## config.mk

```make
export PLATFORM = sky130hd
export DESIGN_NAME = gcd_unit
export DESIGN_NICKNAME = d
export VERILOG_FILES = /design/src/rtl/gcd_pkg.sv /design/src/rtl/gcd_step_sel.sv /design/src/rtl/gcd_next_val.sv /design/src/rtl/gcd_busy_count.sv /design/src/rtl/gcd_unit.sv
export SDC_FILE = /design/constraint.sdc
export NUM_CORES = 1
export LEC_CHECK = 0
export ABC_AREA = 1
export BUFFER_PORTS_ARGS = -buffer_cell sky130_fd_sc_hd__buf_2
export CAP_MARGIN = 15
export CORE_MARGIN = 2
export CORE_UTILIZATION = 40
export DETAILED_ROUTE_END_ITERATION = 7
export SETUP_SLACK_MARGIN = 0.15
export SYNTH_ARGS = -nofsm -noshare
export SYNTH_HDL_FRONTEND = slang
export SYNTH_HIERARCHICAL = 1
export SYNTH_SLANG_ARGS = --single-unit
```

## constraint.sdc

```tcl
create_clock -name clk -period 3 [get_ports clk]
set_clock_uncertainty 0.05 [all_clocks]
set_input_delay 0.45 -clock clk [delete_from_list [all_inputs] [get_ports clk]]
set_output_delay 0.45 -clock clk [all_outputs]
set_load 0.1 [all_outputs]
```

## src/rtl/gcd_pkg.sv

```systemverilog
package gcd_pkg;

   typedef enum logic [1:0] {
      STEP_IDLE = 2'd0,
      STEP_SWAP = 2'd1,
      STEP_SUB  = 2'd2
   } gcd_step_e;

endpackage

```

## src/rtl/gcd_step_sel.sv

```systemverilog
module gcd_step_sel
   import gcd_pkg::*;
#(
   parameter int WIDTH = 16
) (
   input  logic [WIDTH-1:0] x_val,
   input  logic [WIDTH-1:0] y_val,
   output gcd_step_e        step
);

   logic y_zero;
   logic x_above;

   assign y_zero  = (y_val == '0);
   assign x_above = (x_val > y_val);

   always_comb begin
      if (y_zero)       step = STEP_IDLE;
      else if (x_above) step = STEP_SWAP;
      else              step = STEP_SUB;
   end

endmodule

```

## src/rtl/gcd_next_val.sv

```systemverilog
module gcd_next_val
   import gcd_pkg::*;
#(
   parameter int WIDTH = 16,
   parameter bit FUSED = 1'b0
) (
   input  logic [WIDTH-1:0] x_val,
   input  logic [WIDTH-1:0] y_val,
   input  gcd_step_e        step,
   output logic [WIDTH-1:0] x_nxt,
   output logic [WIDTH-1:0] y_nxt
);

   logic [WIDTH-1:0] y_minus_x;
   logic [WIDTH-1:0] swap_y;

   assign y_minus_x = y_val - x_val;

   generate
      if (FUSED) begin : g_fused
         assign swap_y = x_val - y_val;
      end else begin : g_plain
         assign swap_y = x_val;
      end
   endgenerate

   always_comb begin
      x_nxt = x_val;
      y_nxt = y_val;
      case (step)
         STEP_SWAP: begin
            x_nxt = y_val;
            y_nxt = swap_y;
         end
         STEP_SUB: begin
            y_nxt = y_minus_x;
         end
         default: ;
      endcase
   end

endmodule

```

## src/rtl/gcd_busy_count.sv

```systemverilog
module gcd_busy_count #(
   parameter int CNT_WIDTH = 32
) (
   input  logic                 clk,
   input  logic                 rst_n,
   input  logic                 clear,
   input  logic                 busy,
   output logic [CNT_WIDTH-1:0] count
);

   localparam logic [CNT_WIDTH-1:0] CNT_MAX = '1;

   always_ff @(posedge clk) begin
      if (!rst_n)                        count <= '0;
      else if (clear)                    count <= '0;
      else if (busy && count != CNT_MAX) count <= count + 1'b1;
   end

   AST_CNT_STEP: assert property (@(posedge clk) disable iff (!rst_n)
      (busy && !clear && count != CNT_MAX) |=> count == $past(count) + 1'b1)
      else $error("busy counter did not advance");

endmodule

```

## src/rtl/gcd_unit.sv

```systemverilog
module gcd_unit
   import gcd_pkg::*;
#(
   parameter int WIDTH     = 16,
   parameter bit FUSED     = 1'b0,
   parameter int CNT_WIDTH = 32
) (
   input  logic                 clk,
   input  logic                 rst_n,
   input  logic [WIDTH-1:0]     start_a,
   input  logic [WIDTH-1:0]     start_b,
   input  logic                 start_en,
   output logic                 start_ready,
   output logic [WIDTH-1:0]     result_data,
   output logic                 result_valid,
   output logic [CNT_WIDTH-1:0] busy_cycles
);

   generate
      if (WIDTH < 2) begin : g_bad_width
         $error("gcd_unit: WIDTH must be at least 2");
      end
      if (CNT_WIDTH < 1) begin : g_bad_cnt
         $error("gcd_unit: CNT_WIDTH must be at least 1");
      end
   endgenerate

   logic [WIDTH-1:0] x_q;
   logic [WIDTH-1:0] y_q;
   logic [WIDTH-1:0] x_nxt;
   logic [WIDTH-1:0] y_nxt;
   logic [WIDTH-1:0] big_val;
   gcd_step_e        step;
   logic             idle;
   logic             accept;

   assign idle   = (y_q == '0);
   assign accept = start_en && idle;

   gcd_step_sel #(.WIDTH(WIDTH)) u_step_sel (
      .x_val (x_q),
      .y_val (y_q),
      .step  (step)
   );

   gcd_next_val #(.WIDTH(WIDTH), .FUSED(FUSED)) u_next_val (
      .x_val (x_q),
      .y_val (y_q),
      .step  (step),
      .x_nxt (x_nxt),
      .y_nxt (y_nxt)
   );

   always_ff @(posedge clk) begin
      if (!rst_n) begin
         x_q <= '0;
         y_q <= '0;
      end else if (accept) begin
         x_q <= start_a;
         y_q <= start_b;
      end else if (step != STEP_IDLE) begin
         x_q <= x_nxt;
         y_q <= y_nxt;
      end
   end

   gcd_busy_count #(.CNT_WIDTH(CNT_WIDTH)) u_busy_count (
      .clk   (clk),
      .rst_n (rst_n),
      .clear (accept),
      .busy  (!idle),
      .count (busy_cycles)
   );

   assign start_ready  = idle;
   assign result_valid = idle;
   assign result_data  = x_q;
   assign big_val      = (x_q > y_q) ? x_q : y_q;

   AST_START_BUSY: assert property (@(posedge clk) disable iff (!rst_n)
      (start_en && start_ready && start_b != '0) |=> !start_ready)
      else $error("accepted start did not make the unit busy");

   AST_START_LOAD: assert property (@(posedge clk) disable iff (!rst_n)
      (start_en && start_ready) |=> result_data == $past(start_a))
      else $error("first operand not loaded");

   AST_IDLE_HOLD: assert property (@(posedge clk) disable iff (!rst_n)
      (result_valid && !start_en) |=> (result_valid && $stable(result_data)))
      else $error("idle result changed");

   AST_MAX_NONINC: assert property (@(posedge clk) disable iff (!rst_n)
      !idle |=> big_val <= $past(big_val))
      else $error("larger working value grew");

   AST_CNT_CLEAR: assert property (@(posedge clk) disable iff (!rst_n)
      (start_en && start_ready) |=> busy_cycles == '0)
      else $error("counter not cleared by start");

endmodule

```

==> summary.txt, run 1 <==
Min path
  – Min-delay src: start_a[14]
  – HP Class: in -> reg
  – WHS Path Cells: 5

Yosys
  – Post-Synth XOR/XNOR Area: 0.419%
  – Yosys top cell by area: dfxtp_1
  – Post-synthesis cell type count: 35
  – Simple-Gate Fraction of Synth Area: 48.5%
  – Synth top area share: 20.5%
  – Area share of fa/ha/maj cells after synthesis: 7.11%
  – Mean Syn Cell Area: 5.77 um2
  – Synth area leaders: dfxtp_1 20%, nand2_1 18%, inv_1 10%
  – Cells after Synth: 1085
  – Post-synthesis mux area share: 0%
  – Warnings from Yosys: 6
  – Post-synth top cells: 298 x nand2_1, 175 x inv_1, 143 x nor2_1, 78 x nand3_1, 68 x a21oi_1
  – Most common cell in the synthesized netlist: nand2_1
  – Main combinational cell family by area after synthesis: simple AND/OR/NAND/NOR gates
  – Number of synthesized flops with an enable pin: 0
  – Ys flop type: dfxtp_1
  – Register area share after synthesis: 20.5%
  – Post-Syn Nets: 1155
  – Seq cells post-synth: 64
  – Complex-gate fraction of the synthesized area: 8.37%
  – Asr flop ratio synth: 0%
  – Synth Cell Area: 6260 um2

Global route
  – Grt ovf: 0
  – Vias in the first global route: 6153
  – First-pass GRT wire length: 31600 um
  – Global Route Usage Sum: 24.0%
  – Initial antenna violation count: 1
  – Largest net degree at the start of global routing: 65

Floorplanning
  – Die height: 129 um
  – Core area: 15300 um2
  – FP Rows: 45
  – Initial Utilization: 41.0%
  – Die area: 16700 um2
  – I/O pin total: 85
  – Die W: 129 um

Clocking
  – Clock slew at reported path FFs: 0.06 ns
  – CTS HTree Levels: 3
  – Clock sink count: 64
  – Post-CTS Hold Buffers: 0
  – Worst skew pair latency: 0.35 ns
  – Maximum clock insertion buffer count: 2
  – TritonCTS Buffers: 9
  – CTS tree: built
  – Clk root buf: clkbuf_16

Setup path
  – Cells along the critical path: inv_1 -> ha_1 -> a21oi_1 -> o21ai_0 -> a21oi_1 -> nand2_1 -> a21oi_2 -> buf_4 -> ha_4 -> buf_6 -> a21oi_1 -> a21oi_1 -> or2_2 -> nand2_1 -> nand2_1 -> inv_1 -> nor2_1
  – Crit-path max FO: 6
  – Required @ worst endpoint: 3.19 ns
  – Worst path most repeated cell: a21oi_1
  – CP Launch Type: register
  – Largest stage delay on the critical path: 0.32 ns
  – CP max stage cell: dfxtp_1
  – Worst r2r src: y_q[15]
  – Crit end category: register
  – Crit path DAT: 3.04 ns
  – Crit path kind: reg -> reg
  – Cell count of the worst reg-to-reg path: 17
  – Worst Setup SP: y_q[15]

Pwr
  – Leak: 3.91 nW
  – Pwr Total: 11.0 mW
  – PwrDens: 1440 nW/um2
  – Peak supply drop: 829 uV

Routing
  – Starting DRT DRC Count: 440
  – Post-route DRC violation count: 0
  – Wire length per cell: 13.9 um
  – Detail Route Antenna Nets: 0
  – Routed wire length: 19500 um
  – Via count: 6895
  – TritonRoute pass-1 iters: 5
  – Avg Vias per Cell: 4.92

STA
  – Unrepaired setup endpoints after global routing: true
  – Clock period minus worst slack: 2.85 ns
  – Period utilisation layout: 94.9%
  – Setup WS post-layout: 0.152 ns
  – Slew Viols, Final: 0
  – Final Setup Violations: 0
  – Slew Limit Headroom: 55.6%
  – Worst-margin pin slew: 0.666 ns
  – Final hold slack: 0.379 ns
  – Final number of hold-violating endpoints: 0
  – Fmax: 351 MHz

Layout
  – Area of the multi-input gates: 4220 um2
  – Fin nets: 1254
  – Synth-to-Final Area Change: 22.4%
  – Filler cells: 1665
  – Register Area: 1350 um2
  – Layout cell share with drive strength beyond 1: 24.6%
  – Final cell count without fillers: 1401

Place
  – Place WS: -0.0378 ns
  – RePlAce Congestion: 0.929
  – Post-DP HPWL: 14500 um
  – Placed cells: 1381
  – # port buffers: 84

Outcome
  – Run status: finished, final reports clean

Flow run
  – Max_cap viols: 0
==> path summary, 6_finish.rpt <==
kind	endpoint	slack [ns]
setup reg to reg	y_q[2]	0.15
setup / recovery	y_q[2]	0.15
hold / removal	result_data[14]	0.38
hold reg to reg	u_busy_count/count[1]	0.47
==> cell usage in the layout (no fill, tap or decap), types with 15 or more instances in the layout <==
master   synthesis  layout
nand2_2         16      17
o21ai_0         24      23
or2_2           34      34
inv_1          175     173
nor2_1         143     137
nand4_1         40      40
a21oi_1         68      57
buf_4            3      42
a21oi_2          5      15
nand2_1        298     297
nand3_1         78      77
dfxtp_4          0      16
buf_2           13      82
dfxtp_1         64      41
ha_1            34      26
==> repair_timing <==
item,CTS,global route
setup endpoints to repair,16,32
pin swaps,1,11
resized for setup,5,42
buffers inserted,2,1
==> flip-flops by register name (all words and copies together), names as in the netlist <==
name and count:
y_q 16, u_busy_count/count 32, result_data 16
==> cell type report <==
cell class	count	share of cell area, %
Antenna cell	1	0.0326
Tap cell	211	3.44
Inverter	184	9.15
Clock buffer	11	3.44
Timing Repair Buffer	131	10.9
Multi-Input combinational cell	794	55.0
Clock inverter	5	0.457
Sequential cell	64	17.6
==> critical path, delay by kind of cell, from the launching register on <==
family / cells / cell delay (ns)
adders and majority gates: 2 / 0.54
AOI/OAI and AO/OA: 6 / 0.88
DFF: 1 / 0.32
and+or+nand+nor: 5 / 0.54
buffers and inverters: 4 / 0.38
==> power by group <==
group          switching, mW  total [mW]  internal, mW
Sequential             0.125        1.19          1.07
Clock                  0.440        1.08         0.636
Combinational           5.30        8.77          3.47
Total                   5.87        11.0          5.17
==> metrics by stage <==
stage	setup TNS [ns]	util (%)	instance area [um2]
5_1_grt	0	50.3	7670
3_5_place_dp	-0.386	46.8	7140
2_1_floorplan	0	-	6330
6_report	0	50.3	7670
4_1_cts	0	49.0	7480
3_3_place_gp	0	46.8	7140
==> logic make-up after synthesis <==
logic type | count (synthesis)
XOR/XNOR | 3
AO/OA/AOI/OAI | 100
flip-flops | 64
adder cells (fa/ha/maj) | 35
AND/OR/NAND/NOR | 656
buffers and inverters | 227
==> metal layers <==
metal | vias up | global-route usage [%] | share of wire, %
li1 | 3601 | - | -
met1 | 3088 | 34.1 | 48
met2 | 187 | 36.7 | 44
met3 | 19 | 4.34 | 5.9
met4 | 0 | 7.80 | 1.5
met5 | - | 0 | 0
No activity file was read; power rests on OpenSTA's default activity.
==> run 2, diff against run 1 <==
clock period = 2.6 ns   (was 3 ns; I/O delays follow)
==> run 2 against run 1 <==
Against the previous run:
- the run now ends with setup timing left
- die area stayed put
- critical path depth is 1 higher
- core utilization is 2.9 points higher
- final area is 5.7% higher
- routed wire length is 0.25% higher
- cell count is 1.1% higher
- sequential share of layout area is 0.97 points lower
- first-iteration DRC count is 4.5% higher
- non-clock buffer count is 15 higher
==> summary.txt, run 2 (same netlist as run 1, synthesis figures left out) <==
Outcome
  – Run status: finished with violations
  – Failing checks: setup timing

Clocking
  – Worst skew pair latency: 0.34 ns
  – CTS tree: built
  – Clock slew at reported path FFs: 0.06 ns
  – Maximum clock insertion buffer count: 2
  – Clock sink count: 64
  – CTS HTree Levels: 3
  – TritonCTS Buffers: 9
  – Post-CTS Hold Buffers: 0
  – Clk root buf: clkbuf_16

Setup path
  – Number of buffers and inverters on the critical path: 5
  – Cell count of the worst reg-to-reg path: 18
  – CP Launch Type: register
  – Crit path DAT: 2.98 ns
  – RR Endpoint: y_q[1]
  – Worst r2r src: y_q[15]
  – Required @ worst endpoint: 2.82 ns
  – CP top delay family: simple AND/OR/NAND/NOR gates
  – Cells along the critical path: inv_1 -> ha_4 -> nand2_2 -> nor3_2 -> nand2_1 -> nand2_2 -> nand2_1 -> nor2_4 -> inv_2 -> ha_4 -> clkinv_8 -> buf_4 -> o21ai_1 -> or2_4 -> nand2_1 -> nand2_1 -> inv_1 -> nor2_1
  – Levels on crit path: 18
  – Crit end category: register
  – Largest stage delay on the critical path: 0.36 ns
  – Crit path kind: reg -> reg
  – Worst Setup SP: y_q[15]
  – Worst path most repeated cell: nand2_1
  – CP endpoint: y_q[1]
  – Reg2reg setup slack: -0.16 ns
  – Crit-path max FO: 9
  – CP max stage cell: ha_4

Routing
  – Wire length per cell: 13.8 um
  – Avg Vias per Cell: 4.92
  – TritonRoute pass-1 iters: 5
  – Routed wire length: 19600 um
  – Starting DRT DRC Count: 460
  – Post-route DRC violation count: 0
  – Detail Route Antenna Nets: 0
  – Via count: 6962

Global route
  – First-pass GRT wire length: 31400 um
  – Met1 Usage GRT: 34.3%
  – Global Route Usage Sum: 23.7%
  – Met3 usage: 4.46%
  – GRT Max-Usage Layer: met2
  – Grt ovf: 0
  – Largest net degree at the start of global routing: 65
  – Vias in the first global route: 6189
  – Initial antenna violation count: 0
  – Met2 Use GR: 36.8%

Layout
  – Post-route cell area: 8110 um2
  – Util after Layout: 53.1%
  – Commonest non-fill, non-tap cells in the layout: 295 x nand2_1, 167 x inv_1, 131 x nor2_1, 82 x buf_2, 77 x nand3_1
  – Synth-to-Final Area Change: 29.4%
  – Layout cell share with drive strength beyond 1: 28.0%
  – Commonest non-fill, non-tap cell in the layout: nand2_1
  – Largest register FFs: 32
  – Fin nets: 1270
  – # diodes: 0
  – Largest register by flop count: u_busy_count/count
  – Filler cells: 1620

Place
  – RePlAce Congestion: 0.890
  – # port buffers: 84
  – Post-DP HPWL: 14700 um
  – Area after DPL: 7560 um2

STA
  – Slew Viols, Final: 0
  – Unrepaired setup endpoints after global routing: true
  – Setup_tns: -2.77 ns
  – Setup WS post-layout: -0.157 ns
  – Final number of hold-violating endpoints: 0
  – Slew Limit Headroom: 55.2%
  – Fmax: 363 MHz
  – Final Setup Violations: 27
  – Period utilisation layout: 106%
  – Clock period minus worst slack: 2.76 ns
  – Worst-margin pin slew: 0.672 ns

Floorplanning
  – Die height: 129 um
  – I/O pin total: 85
  – Initial Utilization: 41.0%
  – Die W: 129 um
  – Die area: 16700 um2
  – Core area: 15300 um2
  – FP Rows: 45

Flow run
  – Max_cap viols: 0

Min path
  – HP Class: in -> reg
run 2: metrics by stage:
stage,cells,worst slack (ns),hold WS [ns]
4_1_cts,1413,-0.0397,0.308
6_report,1416,-0.157,0.320
3_5_place_dp,1395,-0.142,0.462
3_3_place_gp,1395,-0.138,0.462
2_1_floorplan,1085,-0.0764,0.455
5_1_grt,1416,-0.331,0.338
run 2: what timing repair did:
item	4_1_cts	5_1_grt
cloned	0	2
buffers inserted	2	1
gates resized for setup	41	13
endpoints found under the setup margin	32	33
pin swaps	34	1
run 2: worst min path at each step:
stage                                   endpoint  slack, ns  cells after the start              startpoint
after floorplan                   result_data[8]       0.45                      2                   rst_n
after global placement     u_busy_count/count[1]       0.46                      2   u_busy_count/count[1]
after detailed placement  u_busy_count/count[25]       0.46                      2  u_busy_count/count[25]
after CTS                        result_data[10]       0.31                      5             start_a[10]
after global routing              result_data[3]       0.34                      5              start_a[3]
final                            result_data[10]       0.32                      5             start_a[10]
run 2: final cells by class:
class                   count  area (um2)  share of cell area [%]
inverters                 184         707                    8.72
flip-flops and latches     64        1350                    16.6
repair inverters            1        8.76                   0.108
clock buffers              12         256                    3.16
multi-input cells         794        4430                    54.7
well taps                 211         264                    3.26
repair buffers            146        1040                    12.8
clock inverters             4        50.0                   0.617
run 2: worst register-to-register path, delay by kind of cell, from the launching register on:
kind                     cells  cell delay [ns]
AO/OA/AOI/OAI                1             0.13
adder cells (fa/ha/maj)      2             0.63
buffers and inverters        5             0.44
AND/OR/NAND/NOR             10             1.11
flip-flops                   1             0.32
run 2: metal layers:
| layer | share of wire (%) | routed length, um |
|---|---|---|
| met1 | 49 | 9690 |
| met2 | 43 | 8510 |
| met3 | 6.0 | 1170 |
| met4 | 1.1 | 213 |
| met5 | 0 | 0 |
Power of run 2 is not shown: default switching activity piles up to over one toggle a cycle in this logic, so the estimate is an artifact.
